File: src/rtl/ovl_pkg.sv
package ovl_pkg;
    typedef enum logic [2:0] {
        ST_RUN         = 3'd0,
        ST_FAULT_OFF   = 3'd1,
        ST_HICCUP_SKIP = 3'd2,
        ST_HICCUP_WAIT = 3'd3,
        ST_LATCHED     = 3'd4
    } ovl_state_e;
endpackage

File: src/rtl/ovl_tick_gen.sv
module ovl_tick_gen #(
    parameter int TICK_DIV = 4
) (
    input  logic clk,
    input  logic rst_n,
    input  logic en_i,
    output logic tick_o
);
    localparam int DW = (TICK_DIV > 2) ? $clog2(TICK_DIV) : 1;
    localparam logic [DW-1:0] LAST = DW'(TICK_DIV - 1);

    logic [DW-1:0] div_q;

    // prescaler restarts whenever counting is not enabled
    always_ff @(posedge clk or negedge rst_n) begin
        if (!rst_n)
            div_q <= '0;
        else if (!en_i || div_q == LAST)
            div_q <= '0;
        else
            div_q <= div_q + 1'b1;
    end

    assign tick_o = en_i && (div_q == LAST);
endmodule

File: src/rtl/ovl_fault_timer.sv
module ovl_fault_timer #(
    parameter int TMR_FULL = 32,
    parameter int FB_W     = 8,
    parameter int SC_CODE  = 200
) (
    input  logic            clk,
    input  logic            rst_n,
    input  logic            en_i,
    input  logic            tick_i,
    input  logic [FB_W-1:0] fb_i,
    output logic            expire_o
);
    localparam int TMR_QTR = TMR_FULL / 4;
    localparam int CW      = $clog2(TMR_FULL + 1);
    localparam logic [CW-1:0] LIM_FULL = CW'(TMR_FULL);
    localparam logic [CW-1:0] LIM_QTR  = CW'(TMR_QTR);

    logic [CW-1:0] elapsed_q;
    logic          short_rng;
    logic [CW-1:0] limit;

    assign short_rng = (fb_i > FB_W'(SC_CODE));
    assign limit     = short_rng ? LIM_QTR : LIM_FULL;

    // elapsed ticks, cleared when the peak limit is not hit or drive is off
    always_ff @(posedge clk or negedge rst_n) begin
        if (!rst_n)
            elapsed_q <= '0;
        else if (!en_i)
            elapsed_q <= '0;
        else if (tick_i && elapsed_q != LIM_FULL)
            elapsed_q <= elapsed_q + 1'b1;
    end

    // the elapsed count is compared against the limit of the present range
    assign expire_o = en_i && (elapsed_q >= limit);
endmodule

File: src/rtl/ovl_hiccup_fsm.sv
module ovl_hiccup_fsm
    import ovl_pkg::*;
(
    input  logic       clk,
    input  logic       rst_n,
    input  logic       expire_i,
    input  logic       latch_mode_i,
    input  logic       vcc_on_i,
    input  logic       vcc_off_i,
    output logic [2:0] state_o,
    output logic       drv_en_o,
    output logic       ss_req_o,
    output logic       run_o
);
    ovl_state_e state_q, state_d;
    logic       on_q;
    logic       restart_q;
    logic       on_rise;

    assign on_rise = vcc_on_i && !on_q;

    always_comb begin
        state_d = state_q;
        unique case (state_q)
            ST_RUN: begin
                if (expire_i)
                    state_d = latch_mode_i ? ST_LATCHED : ST_FAULT_OFF;
            end
            ST_FAULT_OFF: begin
                if (vcc_off_i)
                    state_d = ST_HICCUP_SKIP;
            end
            ST_HICCUP_SKIP: begin
                if (vcc_on_i)
                    state_d = ST_HICCUP_WAIT;
            end
            ST_HICCUP_WAIT: begin
                if (on_rise)
                    state_d = ST_RUN;
            end
            ST_LATCHED: state_d = ST_LATCHED;
            default:    state_d = ST_LATCHED;
        endcase
    end

    always_ff @(posedge clk or negedge rst_n) begin
        if (!rst_n) begin
            state_q   <= ST_RUN;
            on_q      <= 1'b0;
            restart_q <= 1'b0;
        end else begin
            state_q   <= state_d;
            on_q      <= vcc_on_i;
            restart_q <= (state_q == ST_HICCUP_WAIT) && (state_d == ST_RUN);
        end
    end

    always_comb begin
        state_o  = state_q;
        run_o    = (state_q == ST_RUN);
        drv_en_o = (state_q == ST_RUN);
        ss_req_o = restart_q;
    end
endmodule

File: src/rtl/ovl_hiccup_ctrl.sv
module ovl_hiccup_ctrl #(
    parameter int FB_W     = 8,
    parameter int SC_CODE  = 200,
    parameter int TICK_DIV = 4,
    parameter int TMR_FULL = 32
) (
    input  logic            clk,
    input  logic            rst_n,
    input  logic            pk_lim_i,
    input  logic [FB_W-1:0] fb_code_i,
    input  logic            vcc_on_i,
    input  logic            vcc_off_i,
    input  logic            latch_mode_i,
    output logic            drv_en_o,
    output logic            ss_req_o,
    output logic [2:0]      state_o
);
    logic run;
    logic cnt_en;
    logic tick;
    logic expire;

    assign cnt_en = run && pk_lim_i;

    ovl_tick_gen #(.TICK_DIV(TICK_DIV)) u_tick (
        .clk    (clk),
        .rst_n  (rst_n),
        .en_i   (cnt_en),
        .tick_o (tick)
    );

    ovl_fault_timer #(
        .TMR_FULL (TMR_FULL),
        .FB_W     (FB_W),
        .SC_CODE  (SC_CODE)
    ) u_timer (
        .clk      (clk),
        .rst_n    (rst_n),
        .en_i     (cnt_en),
        .tick_i   (tick),
        .fb_i     (fb_code_i),
        .expire_o (expire)
    );

    ovl_hiccup_fsm u_fsm (
        .clk          (clk),
        .rst_n        (rst_n),
        .expire_i     (expire),
        .latch_mode_i (latch_mode_i),
        .vcc_on_i     (vcc_on_i),
        .vcc_off_i    (vcc_off_i),
        .state_o      (state_o),
        .drv_en_o     (drv_en_o),
        .ss_req_o     (ss_req_o),
        .run_o        (run)
    );
endmodule

File: config.mk
export PLATFORM = sky130hd
export DESIGN_NAME = ovl_hiccup_ctrl
export DESIGN_NICKNAME = d
export VERILOG_FILES = /design/src/rtl/ovl_pkg.sv /design/src/rtl/ovl_tick_gen.sv /design/src/rtl/ovl_fault_timer.sv /design/src/rtl/ovl_hiccup_fsm.sv /design/src/rtl/ovl_hiccup_ctrl.sv
export SDC_FILE = /design/constraint.sdc
export NUM_CORES = 1
export LEC_CHECK = 0
export BUFFER_PORTS_ARGS = -buffer_cell sky130_fd_sc_hd__buf_2
export CAP_MARGIN = 30
export CORE_UTILIZATION = 24
export CTS_BUF_LIST = sky130_fd_sc_hd__clkbuf_8 sky130_fd_sc_hd__clkbuf_16
export CTS_CLUSTER_SIZE = 12
export DETAILED_ROUTE_END_ITERATION = 12
export GPL_ROUTABILITY_DRIVEN = 0
export PLACE_DENSITY = 0.51
export SYNTH_ARGS = -nofsm -noshare
export SYNTH_HDL_FRONTEND = slang
export SYNTH_SLANG_ARGS = --single-unit
File: constraint.sdc
create_clock -name clk -period 1.4 [get_ports clk]
set_input_delay 0.07 -clock clk [delete_from_list [all_inputs] [get_ports clk]]
set_output_delay 0.07 -clock clk [all_outputs]
set_load 0.01 [all_outputs]
======== Word-level counts from Yosys, hierarchy flattened ========
Index checks and enable logic that the tools add are counted.
word-level totals
  bits in registers ....................... 13
  input port bits ......................... 14
  output and inout bits ................... 5
  word-level logic and storage cells ...... 36
cells by class
  add/sub/neg operators ................... 2
  magnitude comparators ................... 2
  equal/unequal tests ..................... 6
  multiplexer cells ....................... 10
  reductions and logical operators ........ 11
operators by type and width
  operator                                                                  count
  6-bit two-way mux                                                         3
  3-bit two-way mux                                                         5
  3-bit case mux with 4 select lines                                        1
  8-bit > comparator (second input constant)                                1
  6-bit by 1-bit adder with 6-bit output (second input constant)            1
  3-bit by 2-bit == test with 1-bit output (second input constant)          2
  6-bit greater-or-equal comparator                                         1
  1-bit logical AND                                                         6
  3-bit zero test                                                           2
  6-bit inequality test (second input constant)                             1
  3-bit by 1-bit == test with 1-bit output (second input constant)          1
  2-bit by 1-bit adder with 2-bit output (second input constant)            1
  2-bit == test (second input constant)                                     1
  1-bit zero test                                                           2
  2-bit two-way mux                                                         1
  2-bit by 1-bit inequality test with 1-bit output (second input constant)  1
  1-bit logical OR                                                          1

======== Logic depth before layout (Yosys ltp) ========
  depth after elaboration ................. 8
  depth in mapped cells ................... 5
  mapped depth without buffers ............ 5

======== Hierarchy ========
Synthesis repeated with hierarchy kept, for this count alone.
second synthesis, totals
  cell total of the unflattened synthesis .. 71
  area total of the unflattened synthesis .. 719.4 um^2
modules (own cells, without submodules)
  module           instances  cells each  area an instance (um^2)  sequential area each (um^2)
  ovl_fault_timer  1          44          404.1                    150.1
  ovl_hiccup_fsm   1          20          217.7                    125.1
  ovl_tick_gen     1          6           91.3                     50.0
  ovl_hiccup_ctrl  1          1           6.3                      0.0

======== Worst setup path before layout ========
OpenSTA, ideal clock, no wires.
  kind .................................... register -> register
  start ................................... reg u_fsm.state_q[1] (netlist: u_fsm.state_o[1])
  end ..................................... reg u_tick.div_q[1]
  setup time .............................. 0.089 ns
  arrival time ............................ 1.222 ns
  data required time ...................... 1.311 ns
  setup slack ............................. 0.089 ns
  cell stages (with the launch flop) ...... 4
  path buffers ............................ 0
  period minus slack after synthesis ...... 1.311 ns
  path through ............................ dfrtp_1 nor3_1 nand2_1 nor3b_1
between the ends
  longest elaborated chain between the ends .. 5
RTL lines
  item                    line                   RTL
  start, declared         ovl_hiccup_fsm.sv:15   ovl_state_e state_q, state_d;
  start signal, assigned  ovl_hiccup_fsm.sv:52   state_q <= state_d;
  3-bit zero test         -
  named net drv_en_o      ovl_hiccup_ctrl.sv:14  output logic drv_en_o,
  1-bit logical AND       ovl_hiccup_ctrl.sv:23  assign cnt_en = run && pk_lim_i;
  1-bit zero test         -
  1-bit logical OR        ovl_tick_gen.sv:18     else if (!en_i || div_q == LAST)
  2-bit two-way mux       ovl_tick_gen.sv:18
  end signal, assigned    ovl_tick_gen.sv:21     div_q <= div_q + 1'b1;
  end, declared           ovl_tick_gen.sv:12     logic [DW-1:0] div_q;
The timed path passes the listed nets, and every way through them passes these cells.
A chain may end at the register's enable or synchronous reset.

======== Final worst setup path ========
  start ................................... reg u_timer.elapsed_q[0]
  end ..................................... reg u_timer.elapsed_q[1]
between the ends
  longest elaborated chain between the ends .. 3
  elaborated cells on any way between the ends .. 6
  classes of those cells .................. 1 x add/sub; 2 x eq/ne; 2 x mux; 1 x reduce/logical
RTL lines
  item                                                                                   line                                          RTL
  start, declared                                                                        ovl_fault_timer.sv:18                         logic [CW-1:0] elapsed_q;
  start signal, assigned                                                                 ovl_fault_timer.sv:32                         elapsed_q <= elapsed_q + 1'b1;
  6-bit by 1-bit adder with 6-bit output or 6-bit inequality test (tied branches)        ovl_fault_timer.sv:32, ovl_fault_timer.sv:31
  6-bit two-way mux or 1-bit logical AND (tied branches)                                 ovl_fault_timer.sv:31                         else if (tick_i && elapsed_q != LIM_FULL)
  6-bit two-way mux or 2-bit by 1-bit inequality test with 1-bit output (tied branches)  -
Several ways; a longest one is shown, not always the timed one. The select of a mux whose other input is x is not followed.

==> out/qor.yml <==
grt_pass1_wl_um: 2130
viasPerCell: 4.76
cp_max_fo: 2
reg2reg_depth: 5
outcome: "completed"
dpl_worst_slack_ps: 61.4
drive_gt1_share_pct: 30.9
slew_violations: 0
cts_buffer_depth: 2
grt_pass1_vias: 469
synth_edf_count: 0
drt_iter0_markers: 13
syn_area_sq_um: 672
startpoint_type: "flop"
wl_per_cell_um: 12.0
dieWidth_um: 54.9
r2r_slack_ps: 110
vias: 590
drcViolationCount: 0
async_flop_share_pct: 100
drt_pass1_iterations: 4
cts_sinks: 13
crit_arrival_ps: 1420
insertion_delay_ps: 240
worstPathRequired_ps: 1520
crit_type: "flop to flop"
dp.final_hpwl_um: 1110
antenna_cells: 0
synth_cells: 65
slowest_stage: "dfrtp_1"
io_pins: 19
synth_seq_cells: 13
min-delay-path-class: "input port to flop"
finalHoldViolations: 0
die_area_sq_mm: 0.00302
core_sq_mm: 0.00257
wl_um: 1490
io_buffers: 18
cts_tree: "built"
setup_violations: 0
worst_pin_slew_ps: 309
grt_max_degree: 14
fin_setup_tns_ps: 0
max_freq_ghz: 0.773
areaGrowthSynthToFinish_pct: 34.3
finClkSkew_ps: 0.857
ys_seq_area_share_pct: 48.4
start_util_pct: 26.2
h-tree-depth: 1
path_cells: "inv_1, ha_1, nand2_1, o41a_1, mux2i_1"
antenna_left: 0
layout.nets: 112
power.leakage_nw: 0.457
period_minus_slack_ps: 1290
fin_crit_sh_pct: 92.4
gr-total-overflow: 0
track_usage_pct: 10.7
placed_cells: 117
grt_antenna_before_repair: 0
stdcell_count: 124
cts_buffers: 3
rsz0062_at_grt: "no"
setup_slack_ps: 107
ir_drop_uv: 696
maxCapViolations: 0
cts-root-buf: "clkbuf_8"
synth_ff_type: "dfrtp_1"
yosys.cell_types.count: 26
n_fill_cell: 277
die_y_um: 54.9
avgSynthCellArea_sq_um: 10.3
ys_warn_count: 0
row_count: 18
min_path_cells: 3
crit_path_end_kind: "flop"
cpPeakStageDelay_ps: 370
clkSlewWorstSetupHoldPaths_ps: 50
p_per_area_mw_per_mm2: 891
syn_nets: 82
max-slew-margin-rel_pct: 79.4
==> cell families after synthesis <==
kind of cell               synth area share [%]
buffers and inverters                      2.23
DFF                                        48.4
muxes                                      2.98
AOI/OAI and AO/OA                          15.1
adders and majority gates                  5.59
xor gates and xnor gates                   2.61
and+or+nand+nor                            23.1
==> where the power goes <==
group / switching [mW] / leakage [nW] / internal [mW]
clock: 0.135 / 0.0269 / 0.194
sequential: 0.00434 / 0.177 / 0.387
combinational: 0.0406 / 0.253 / 0.0435
==> what timing repair did <==
item                       CTS  global route
setup endpoints to repair    0             2
setup buffers                0             1
hold endpoints to repair    14             0
gates resized for setup      0             0
hold buffers                 2             0
==> through the flow <==
stage	utilization [%]	power [mW]	hold WS (ps)	cell area [sq um]
2_1_floorplan	-	0.434	-226	672
3_3_place_gp	32.3	0.476	-25.4	830
3_5_place_dp	32.3	0.478	-17.5	830
4_1_cts	34.8	0.816	86.6	895
5_1_grt	35.1	0.841	89.9	902
6_report	35.1	0.804	92.2	902
==> layout by cell type (no fill, tap or decap), types with 2 or more instances in the layout <==
master and instances:
dfrtp_1 13, nor3_1 3, nor2_1 4, nand4_1 2, nand2_1 9, clkbuf_8 3
nand3_1 4, buf_4 5, inv_1 5, ha_1 3, mux2i_1 2, xor2_1 2
a21oi_1 3, dlygate4sd3_1 2, o2111ai_1 2, buf_2 18
==> final cells by class <==
cell class | instances | area (sq um) | share of cell area, %
multi-input cells | 48 | 332 | 36.8
flip-flops and latches | 13 | 325 | 36.1
repair buffers | 25 | 148 | 16.4
clock buffers | 3 | 41.3 | 4.58
well taps | 30 | 37.5 | 4.16
inverters | 4 | 15.0 | 1.66
clock inverters | 1 | 3.75 | 0.416
==> metal layers <==
layer  track usage [%]  part of all wire [%]  vias up
met4              5.00                   1.4        0
met3              4.92                   4.8        2
li1                  -                     -      296
met1              13.6                    50      277
met2              15.3                    44       15
met5                 0                     0        -
==> critical path: cells and delay by family, from the launching register on <==
| kind | cells | cell delay, ps |
|---|---|---|
| AOI/OAI and AO/OA | 1 | 360 |
| adders and majority gates | 1 | 170 |
| buffers and inverters | 1 | 70 |
| DFF | 1 | 370 |
| muxes | 1 | 140 |
| and+or+nand+nor | 1 | 60 |
==> sequential cells by signal (all words and copies together) (netlist names) <==
name and cells:
u_fsm.ss_req_o 1, u_fsm.on_q 1, u_fsm.state_o 3, u_tick.div_q 2
u_timer.elapsed_q 6
==> Yosys cell counts, drive strengths merged (2+ instances only) <==
| master | instances | area (sq um) |
|---|---|---|
| a21oi | 3 | 15.0 |
| dfrtp | 13 | 325 |
| ha | 3 | 37.5 |
| inv | 4 | 15.0 |
| mux2i | 2 | 20.0 |
| nand2 | 9 | 33.8 |
| nand3 | 4 | 20.0 |
| nand4 | 2 | 12.5 |
| nor2 | 4 | 15.0 |
| nor3 | 3 | 15.0 |
| o2111ai | 2 | 17.5 |
| xor2 | 2 | 17.5 |
==> worst paths after layout <==
check | from | end
worst min-delay path | latch_mode_i | u_fsm.state_o[2]
worst min register to register | u_tick.div_q[0] | u_tick.div_q[0]
min in group asynchronous | rst_n | u_timer.elapsed_q[4]
max in group asynchronous | rst_n | u_fsm.on_q
worst max-delay path | u_timer.elapsed_q[0] | u_timer.elapsed_q[1]
worst max register to register | u_timer.elapsed_q[0] | u_timer.elapsed_q[1]
(Power assumes the default switching activity.)
